$ cat config.mk
export PLATFORM = sky130hd
export DESIGN_NAME = alu_cmp_unit
export DESIGN_NICKNAME = d
export VERILOG_FILES = /design/src/rtl/alu_cmp_pkg.sv /design/src/rtl/alu_cla_group.sv /design/src/rtl/alu_adder.sv /design/src/rtl/alu_flag_gen.sv /design/src/rtl/alu_cond_eval.sv /design/src/rtl/alu_cmp_unit.sv
export SDC_FILE = /design/constraint.sdc
export NUM_CORES = 1
export LEC_CHECK = 0
export BUFFER_PORTS_ARGS = -buffer_cell sky130_fd_sc_hd__buf_2
export CAP_MARGIN = 40
export CORE_UTILIZATION = 25
export DETAILED_ROUTE_END_ITERATION = 10
export SYNTH_ARGS = -nofsm -noshare
export SYNTH_HDL_FRONTEND = slang
export SYNTH_HIERARCHICAL = 1
export SYNTH_SLANG_ARGS = --single-unit
$ cat constraint.sdc
create_clock -name vclk -period 7.28
set_clock_uncertainty 0.2 [all_clocks]
set_input_delay 1.092 -clock vclk [all_inputs]
set_output_delay 1.092 -clock vclk [all_outputs]
set_load 0.01 [all_outputs]
$ cat src/rtl/alu_cmp_pkg.sv
package alu_cmp_pkg;

   typedef enum logic [2:0] {
      CMP_EQ  = 3'b000,
      CMP_NE  = 3'b001,
      CMP_LT  = 3'b100,
      CMP_GE  = 3'b101,
      CMP_LTU = 3'b110,
      CMP_GEU = 3'b111
   } cmp_code_e;

   typedef struct packed {
      logic n;
      logic z;
      logic c;
      logic v;
   } nzcv_t;

endpackage

$ cat src/rtl/alu_cla_group.sv
module alu_cla_group #(
   parameter int GROUP = 4
) (
   input  logic [GROUP-1:0] a_i,
   input  logic [GROUP-1:0] b_i,
   input  logic             cin_i,
   output logic [GROUP-1:0] sum_o,
   output logic             cout_o
);

   logic [GROUP-1:0] gen_bit;
   logic [GROUP-1:0] prop_bit;
   logic [GROUP:0]   inner_c;
   logic             grp_gen;
   logic             grp_prop;

   assign gen_bit  = a_i & b_i;
   assign prop_bit = a_i ^ b_i;

   // sum bits ripple inside the group
   always_comb begin
      inner_c[0] = cin_i;
      for (int i = 0; i < GROUP; i++) begin
         inner_c[i+1] = gen_bit[i] | (prop_bit[i] & inner_c[i]);
      end
      sum_o = prop_bit ^ inner_c[GROUP-1:0];
   end

   // group carry-out looks ahead, independent of the inner chain
   always_comb begin
      grp_gen  = 1'b0;
      grp_prop = 1'b1;
      for (int i = 0; i < GROUP; i++) begin
         grp_gen  = gen_bit[i] | (prop_bit[i] & grp_gen);
         grp_prop = grp_prop & prop_bit[i];
      end
   end

   assign cout_o = grp_gen | (grp_prop & cin_i);

endmodule

$ cat src/rtl/alu_adder.sv
module alu_adder #(
   parameter int WIDTH     = 32,
   parameter int GROUP     = 4,
   parameter bit LOOKAHEAD = 1'b1
) (
   input  logic [WIDTH-1:0] a_i,
   input  logic [WIDTH-1:0] b_i,
   input  logic             cin_i,
   output logic [WIDTH-1:0] sum_o,
   output logic             cout_o
);

   localparam int NGRP = WIDTH / GROUP;

   generate
      if (LOOKAHEAD) begin : g_cla
         logic [NGRP:0] grp_c;
         assign grp_c[0] = cin_i;
         for (genvar k = 0; k < NGRP; k++) begin : g_grp
            alu_cla_group #(.GROUP(GROUP)) u_grp (
               .a_i   (a_i[k*GROUP +: GROUP]),
               .b_i   (b_i[k*GROUP +: GROUP]),
               .cin_i (grp_c[k]),
               .sum_o (sum_o[k*GROUP +: GROUP]),
               .cout_o(grp_c[k+1])
            );
         end
         assign cout_o = grp_c[NGRP];
      end else begin : g_beh
         logic [WIDTH:0] wide;
         assign wide   = {1'b0, a_i} + {1'b0, b_i} + {{WIDTH{1'b0}}, cin_i};
         assign sum_o  = wide[WIDTH-1:0];
         assign cout_o = wide[WIDTH];
      end
   endgenerate

endmodule

$ cat src/rtl/alu_flag_gen.sv
module alu_flag_gen
   import alu_cmp_pkg::*;
#(
   parameter int WIDTH = 32
) (
   input  logic             sign_a_i,
   input  logic             sign_b_i,
   input  logic             sub_i,
   input  logic [WIDTH-1:0] sum_i,
   input  logic             cout_i,
   output nzcv_t            flags_o
);

   localparam int MSB = WIDTH - 1;

   logic ovf_add;
   logic ovf_sub;

   // same-sign operands producing a result of the other sign
   assign ovf_add = (sign_a_i == sign_b_i) && (sum_i[MSB] != sign_a_i);
   // differing signs where the result takes the subtrahend's sign
   assign ovf_sub = (sign_a_i != sign_b_i) && (sum_i[MSB] == sign_b_i);

   always_comb begin
      flags_o.n = sum_i[MSB];
      flags_o.z = ~|sum_i;
      flags_o.c = cout_i;
      flags_o.v = sub_i ? ovf_sub : ovf_add;
   end

endmodule

$ cat src/rtl/alu_cond_eval.sv
module alu_cond_eval
   import alu_cmp_pkg::*;
(
   input  nzcv_t       flags_i,
   input  logic [2:0]  code_i,
   output logic        hit_o
);

   cmp_code_e code;
   assign code = cmp_code_e'(code_i);

   always_comb begin
      unique case (code)
         CMP_EQ:  hit_o = flags_i.z;
         CMP_NE:  hit_o = ~flags_i.z;
         CMP_LT:  hit_o = flags_i.n ^ flags_i.v;
         CMP_GE:  hit_o = ~(flags_i.n ^ flags_i.v);
         CMP_LTU: hit_o = ~flags_i.c;
         CMP_GEU: hit_o = flags_i.c;
         default: hit_o = 1'b0;
      endcase
   end

endmodule

$ cat src/rtl/alu_cmp_unit.sv
module alu_cmp_unit
   import alu_cmp_pkg::*;
#(
   parameter int WIDTH     = 32,
   parameter int GROUP     = 4,
   parameter bit LOOKAHEAD = 1'b1
) (
   input  logic [WIDTH-1:0] opa_i,
   input  logic [WIDTH-1:0] opb_i,
   input  logic             sub_i,
   input  logic [2:0]       cmp_code_i,
   output logic [WIDTH-1:0] sum_o,
   output logic             flag_n_o,
   output logic             flag_z_o,
   output logic             flag_c_o,
   output logic             flag_v_o,
   output logic             cmp_true_o,
   output logic [WIDTH-1:0] slt_word_o
);

   localparam int MSB = WIDTH - 1;

   generate
      if (WIDTH < 2) begin : g_bad_width
         $error("alu_cmp_unit: WIDTH must be at least 2");
      end
      if (GROUP < 1 || (WIDTH % GROUP) != 0) begin : g_bad_group
         $error("alu_cmp_unit: GROUP must divide WIDTH");
      end
   endgenerate

   logic [WIDTH-1:0] b_eff;
   logic [WIDTH-1:0] raw_sum;
   logic             raw_cout;
   nzcv_t            flags;
   logic             hit;

   assign b_eff = opb_i ^ {WIDTH{sub_i}};

   alu_adder #(
      .WIDTH    (WIDTH),
      .GROUP    (GROUP),
      .LOOKAHEAD(LOOKAHEAD)
   ) u_adder (
      .a_i   (opa_i),
      .b_i   (b_eff),
      .cin_i (sub_i),
      .sum_o (raw_sum),
      .cout_o(raw_cout)
   );

   alu_flag_gen #(.WIDTH(WIDTH)) u_flags (
      .sign_a_i(opa_i[MSB]),
      .sign_b_i(opb_i[MSB]),
      .sub_i   (sub_i),
      .sum_i   (raw_sum),
      .cout_i  (raw_cout),
      .flags_o (flags)
   );

   alu_cond_eval u_cond (
      .flags_i(flags),
      .code_i (cmp_code_i),
      .hit_o  (hit)
   );

   assign sum_o      = raw_sum;
   assign flag_n_o   = flags.n;
   assign flag_z_o   = flags.z;
   assign flag_c_o   = flags.c;
   assign flag_v_o   = flags.v;
   assign cmp_true_o = hit;
   assign slt_word_o = {{(WIDTH-1){1'b0}}, hit};

endmodule

; ---- Word-level counts from Yosys, hierarchy flattened
; Index checks and enable logic that the tools add are counted.
[word_totals]
ff_bits = 0
inputBits = 68
out_inout_bits = 69
[op_classes]
n_reduce_logical = 5
n_eq_ne = 9
n_bitwise = 164
mux = 2
[op_table]
columns = cell, n
row1 = $and 1x1->1, 80
row2 = $xor 4x4->4, 16
row3 = $or 1x1->1, 56
row4 = $and 4x4->4, 8
row5 = $reduce_or 32->1, 1
row6 = $xor 32x32->32, 1
row7 = $eq 3x3->1 const B, 4
row8 = $pmux 1 s6, 1
row9 = $eq 3x1->1 const B, 1
row10 = $logic_not 3->1, 1
row11 = $eq 1x1->1, 2
row12 = $logic_and 1x1->1, 2
row13 = $ne 1x1->1, 2
row14 = $not 1->1, 2
row15 = $logic_not 1->1, 1
row16 = $mux 1, 1
row17 = $xor 1x1->1, 1

; ---- Logic depth before layout (Yosys ltp)
[depth]
depth_word = 34
depth_mapped = 31
ltp_nobuf = 28

; ---- Modules after synthesis
; The synthesis kept the hierarchy.
[modules_own_cells]
columns = module, area_each_um2, seq_area_each_um2, cells_each, n_inst
row1 = alu_cla_group, 185.2, 0.0, 19, 8
row2 = alu_cmp_unit, 595.6, 0.0, 69, 1
row3 = alu_flag_gen, 118.9, 0.0, 17, 1
row4 = alu_cond_eval, 67.6, 0.0, 10, 1

; ---- Least setup slack after synthesis
; No wires, ideal clock.
[synth_path]
kind = input to output
from = input port sub_i
to = output port slt_word_o[0]
t_arrival_ns = 6.755
setup_slack_ns = -0.767
stages = 30
path_cell_list = buf_6 > buf_12 > xor2_1 > ha_1 > a41oi_2 > o221ai_2 > a41oi_2 > o221ai_2 > a41oi_2 > o221ai_2 > a41oi_2 > o221ai_2 > a41oi_2 > o221ai_2 > a41oi_2 > o221ai_2 > a41oi_2 > o221ai_2 > inv_1 > fa_1 > inv_1 > fa_1 > fa_1 > xor2_1 > nand2b_1 > o22ai_1 > xnor2_1 > and4b_1 > or4_1 > buf_4
[synth_via]
elab_chain_cells = 34
word_cells_on_any_way = 172
[synth_lines]
columns = item, line_no
row1 = from (decl), alu_cmp_unit.sv:10  ; input logic sub_i,
row2 = $xor 32x32->32 (*), alu_cmp_unit.sv:38  ; assign b_eff = opb_i ^ {WIDTH{sub_i}};
row3 = via b_eff[1], alu_cmp_unit.sv:32  ; logic [WIDTH-1:0] b_eff;
row4 = $xor 4x4->4, alu_cla_group.sv:18  ; assign prop_bit = a_i ^ b_i;
row5 = $and 1x1->1, alu_cla_group.sv:34  ; grp_gen = gen_bit[i] | (prop_bit[i] & grp_gen);
row6 = $or 1x1->1, alu_cla_group.sv:34
row7 = $and 1x1->1, alu_cla_group.sv:34
row8 = $or 1x1->1, alu_cla_group.sv:34
row9 = $and 1x1->1, alu_cla_group.sv:34
row10 = [2 not listed], -
row11 = via u_adder.g_cla.grp_c[1], alu_adder.sv:17  ; logic [NGRP:0] grp_c;
row12 = [2 not listed], -
row13 = via u_adder.g_cla.grp_c[2], alu_adder.sv:17
row14 = [2 not listed], -
row15 = via u_adder.g_cla.grp_c[3], alu_adder.sv:17
row16 = [2 not listed], -
row17 = via u_adder.g_cla.grp_c[4], alu_adder.sv:17
row18 = [2 not listed], -
row19 = via u_adder.g_cla.grp_c[5], alu_adder.sv:17
row20 = [2 not listed], -
row21 = via u_adder.g_cla.grp_c[6], alu_adder.sv:17
row22 = [2 not listed], -
row23 = via u_adder.g_cla.grp_c[7], alu_adder.sv:17
row24 = [7 not listed], -
row25 = via sum_o[31], alu_cmp_unit.sv:12  ; output logic [WIDTH-1:0] sum_o,
row26 = $ne 1x1->1 / $eq 1x1->1 (equally long branches), "alu_flag_gen.sv:20, alu_flag_gen.sv:22"
row27 = $logic_and 1x1->1 (on tied branches), "alu_flag_gen.sv:20, alu_flag_gen.sv:22"
row28 = $mux 1 (*), alu_flag_gen.sv:28  ; flags_o.v = sub_i ? ovf_sub : ovf_add;
row29 = via flag_v_o, alu_cmp_unit.sv:16  ; output logic flag_v_o,
row30 = $xor 1x1->1 (*), "alu_cond_eval.sv:16, alu_cond_eval.sv:17"
row31 = $not 1->1, alu_cond_eval.sv:17  ; CMP_GE: hit_o = ~(flags_i.n ^ flags_i.v);
row32 = $pmux 1 s6 (*), alu_cond_eval.sv:13  ; unique case (code)
row33 = to (decl), alu_cmp_unit.sv:18  ; output logic [WIDTH-1:0] slt_word_o
; The timed path passes the listed nets; every way through them passes the cells marked *.

; ---- Final worst setup path
[layout_path]
from = input port sub_i
to = output port cmp_true_o
[layout_via]
elab_chain_cells = 34
word_cells_on_any_way = 172
[layout_lines]
columns = item, line_no
row1 = $xor 32x32->32 (*), alu_cmp_unit.sv:38
row2 = via b_eff[1], alu_cmp_unit.sv:32
row3 = $xor 4x4->4, alu_cla_group.sv:18
row4 = $and 1x1->1, alu_cla_group.sv:34
row5 = $or 1x1->1, alu_cla_group.sv:34
row6 = $and 1x1->1, alu_cla_group.sv:34
row7 = $or 1x1->1, alu_cla_group.sv:34
row8 = $and 1x1->1, alu_cla_group.sv:34
row9 = [2 not listed], -
row10 = via u_adder.g_cla.grp_c[1], alu_adder.sv:17
row11 = [2 not listed], -
row12 = via u_adder.g_cla.grp_c[2], alu_adder.sv:17
row13 = [2 not listed], -
row14 = via u_adder.g_cla.grp_c[3], alu_adder.sv:17
row15 = [2 not listed], -
row16 = via u_adder.g_cla.grp_c[4], alu_adder.sv:17
row17 = [2 not listed], -
row18 = via u_adder.g_cla.grp_c[5], alu_adder.sv:17
row19 = [2 not listed], -
row20 = via u_adder.g_cla.grp_c[6], alu_adder.sv:17
row21 = [2 not listed], -
row22 = via u_adder.g_cla.grp_c[7], alu_adder.sv:17
row23 = [5 not listed], -
row24 = $or 1x1->1, alu_cla_group.sv:24  ; inner_c[i+1] = gen_bit[i] | (prop_bit[i] & inner_c[i]);
row25 = $xor 4x4->4, alu_cla_group.sv:26  ; sum_o = prop_bit ^ inner_c[GROUP-1:0];
row26 = $ne 1x1->1 / $eq 1x1->1 (equally long branches), "alu_flag_gen.sv:20, alu_flag_gen.sv:22"
row27 = $logic_and 1x1->1 (on tied branches), "alu_flag_gen.sv:20, alu_flag_gen.sv:22"
row28 = $mux 1, alu_flag_gen.sv:28
row29 = $xor 1x1->1, "alu_cond_eval.sv:16, alu_cond_eval.sv:17"
row30 = $not 1->1, alu_cond_eval.sv:17
row31 = $pmux 1 s6 (*), alu_cond_eval.sv:13
row32 = to (decl), alu_cmp_unit.sv:17  ; output logic cmp_true_o,
; Marks and branches as above.

==> run summary <==
pwr/cell area -> 129 nW/um^2
slowest CP cell -> or4_4
worst hold slack -> 2.41 ns
setup ws final -> -0.654 ns
Final setup viols -> 3
total track usage -> 11.4%
Inst Count DP -> 475
largest net degree at the start of global routing -> 17
cell count after synthesis -> 248
worst hold path type -> in2out
post-route minimum period -> 7.93 ns
arrival time of the worst setup path -> 6.64 ns
synth top area cells -> fa_1, ha_1, xor2_1, buf_4, inv_1
non-filler cells, final -> 482
Max rail drop VDD -> 50.6 uV
grt total ovfl -> 0
first-pass GRT wire length -> 9.04 mm
Seq. cell area -> 0 um^2
Die Area -> 9440 um^2
post-detail-place hpwl -> 5.15 mm
drt wl/cell -> 11.3 um
die height -> 97.2 um
First DRT Iteration DRCs -> 15
I/O pin cnt -> 137
syn_area_per_cell -> 9.13 um^2
Req. time, crit path -> 5.99 ns
CP max stage delay -> 0.48 ns
Setup CP Type -> in2out
most common cell in the netlist -> inv_1
Distinct cells, synth -> 24
Crit path max-delay family -> compound AO/OA/AOI/OAI gates
gpl congestion -> 0.853
ratio of cells with drive above 1 in the final layout -> 44.1%
clkbuf count -> 0
top-area cell type share of the netlist area -> 21.2%
Antenna diodes -> 0
core area -> 8760 um^2
1st-pass router iterations -> 4
vias in the first global route -> 1977
Final Net Count -> 500
port bufs -> 106
period utilization -> 109%
initial antenna violation count -> 0
growth of design area from synthesis to finish -> 34.6%
max-cap violations -> 0
Via-to-Cell Ratio -> 4.12
total number of vias -> 1985
status -> finished with violations
antenna viol nets, final -> 0
row count -> 34
Post-synth top cells -> inv_1, xor2_1, buf_4, ha_1, fa_1
Static Leak -> 1.65 nW
RSZ-0062 raised after global routing -> yes
Mapped Area -> 2260 um^2
startpoint types -> input port
Setup crit start -> sub_i
Worst Min Path Start -> opa_i[1]
sequential element share of the synthesized area -> 0%
# DRC -> 0
Seq Cell Count -> 0
failing checks -> negative setup slack
Crit. End Element -> output port
fmax -> 126 MHz
Initial Utilization -> 25.8%
final hold vios -> 0
Max Slew Vio Count -> 0
Synth Warn # -> 6
fillers -> 929
Crit path buffers/inverters -> 4
Crit Path Max Fanout -> 6
die width -> 97.2 um
area leader, netlist -> fa_1
final WL -> 5.47 mm
[final timing paths]
kind / endpoint / slack, ns / cells past startpoint
max: cmp_true_o / -0.65 / 29
min: sum_o[1] / 2.41 / 3
[cell families after synthesis]
kind of cell,count (synthesis),synth area share (%)
compound gates,26,13.3
xor+xnor,43,16.6
fa+ha+maj,56,38.9
buf+inv,94,23.7
other cells,1,0.166
simple gates,28,7.24
[cell type report]
type	instances	area (um^2)	share of cell area, %
inverter	56	210	6.90
multi-input combinational	184	1910	62.8
tap	108	135	4.44
timing repair buffer	134	790	25.9
[stage by stage]
step / total power, mW / util (%) / setup TNS (ns) / setup WS (ns) / area [um^2]
5_1_grt: 0.438 / 34.8 / -2.93 / -1.04 / 3050
3_3_place_gp: 0.379 / 33.3 / -1.24 / -0.621 / 2920
6_report: 0.394 / 34.8 / -1.57 / -0.654 / 3050
4_1_cts: 0.396 / 34.7 / -1.93 / -0.726 / 3040
3_5_place_dp: 0.387 / 33.3 / -1.84 / -0.816 / 2920
2_1_floorplan: 0.257 / - / -0.897 / -0.530 / 2430
[cells in the final DEF, fill, tap and decap left out, drive strengths merged]
cell type | synthesis | layout
a21oi | 9 | 9
a41oi | 8 | 8
and4b | 1 | 1
buf | 38 | 134
conb | 1 | 31
fa | 24 | 24
ha | 32 | 32
inv | 56 | 56
nand2 | 11 | 11
nand2b | 1 | 1
nand4 | 2 | 2
nor2 | 1 | 1
nor3 | 1 | 1
nor4 | 8 | 8
nor4b | 1 | 1
o221ai | 8 | 8
o22ai | 1 | 1
or2 | 1 | 1
or4 | 1 | 1
xnor2 | 2 | 2
xor2 | 41 | 41
[layer usage]
layer	vias to the layer above	wire length, um	track usage (%)
met1	908	2300	14.5
met2	81	2850	21.6
li1	992	-	-
met4	0	36	0.804
met3	4	277	0.863
met5	-	0	0
[power breakdown]
group | total [mW] | internal [mW] | switching [mW]
registers | 0 | 0 | 0
clock network | 0 | 0 | 0
logic | 0.394 | 0.178 | 0.215
total | 0.394 | 0.178 | 0.215
[timing repair]
action                                 4_1_cts  5_1_grt
endpoints found under the hold margin        0        0
pin swaps                                    0        1
setup buffers                                9        3
resized for setup                           13        3
cloned                                       0        0
hold buffers                                 0        0
setup endpoints to repair                    4        4
Note: power is estimated with default switching activity, not from simulation.
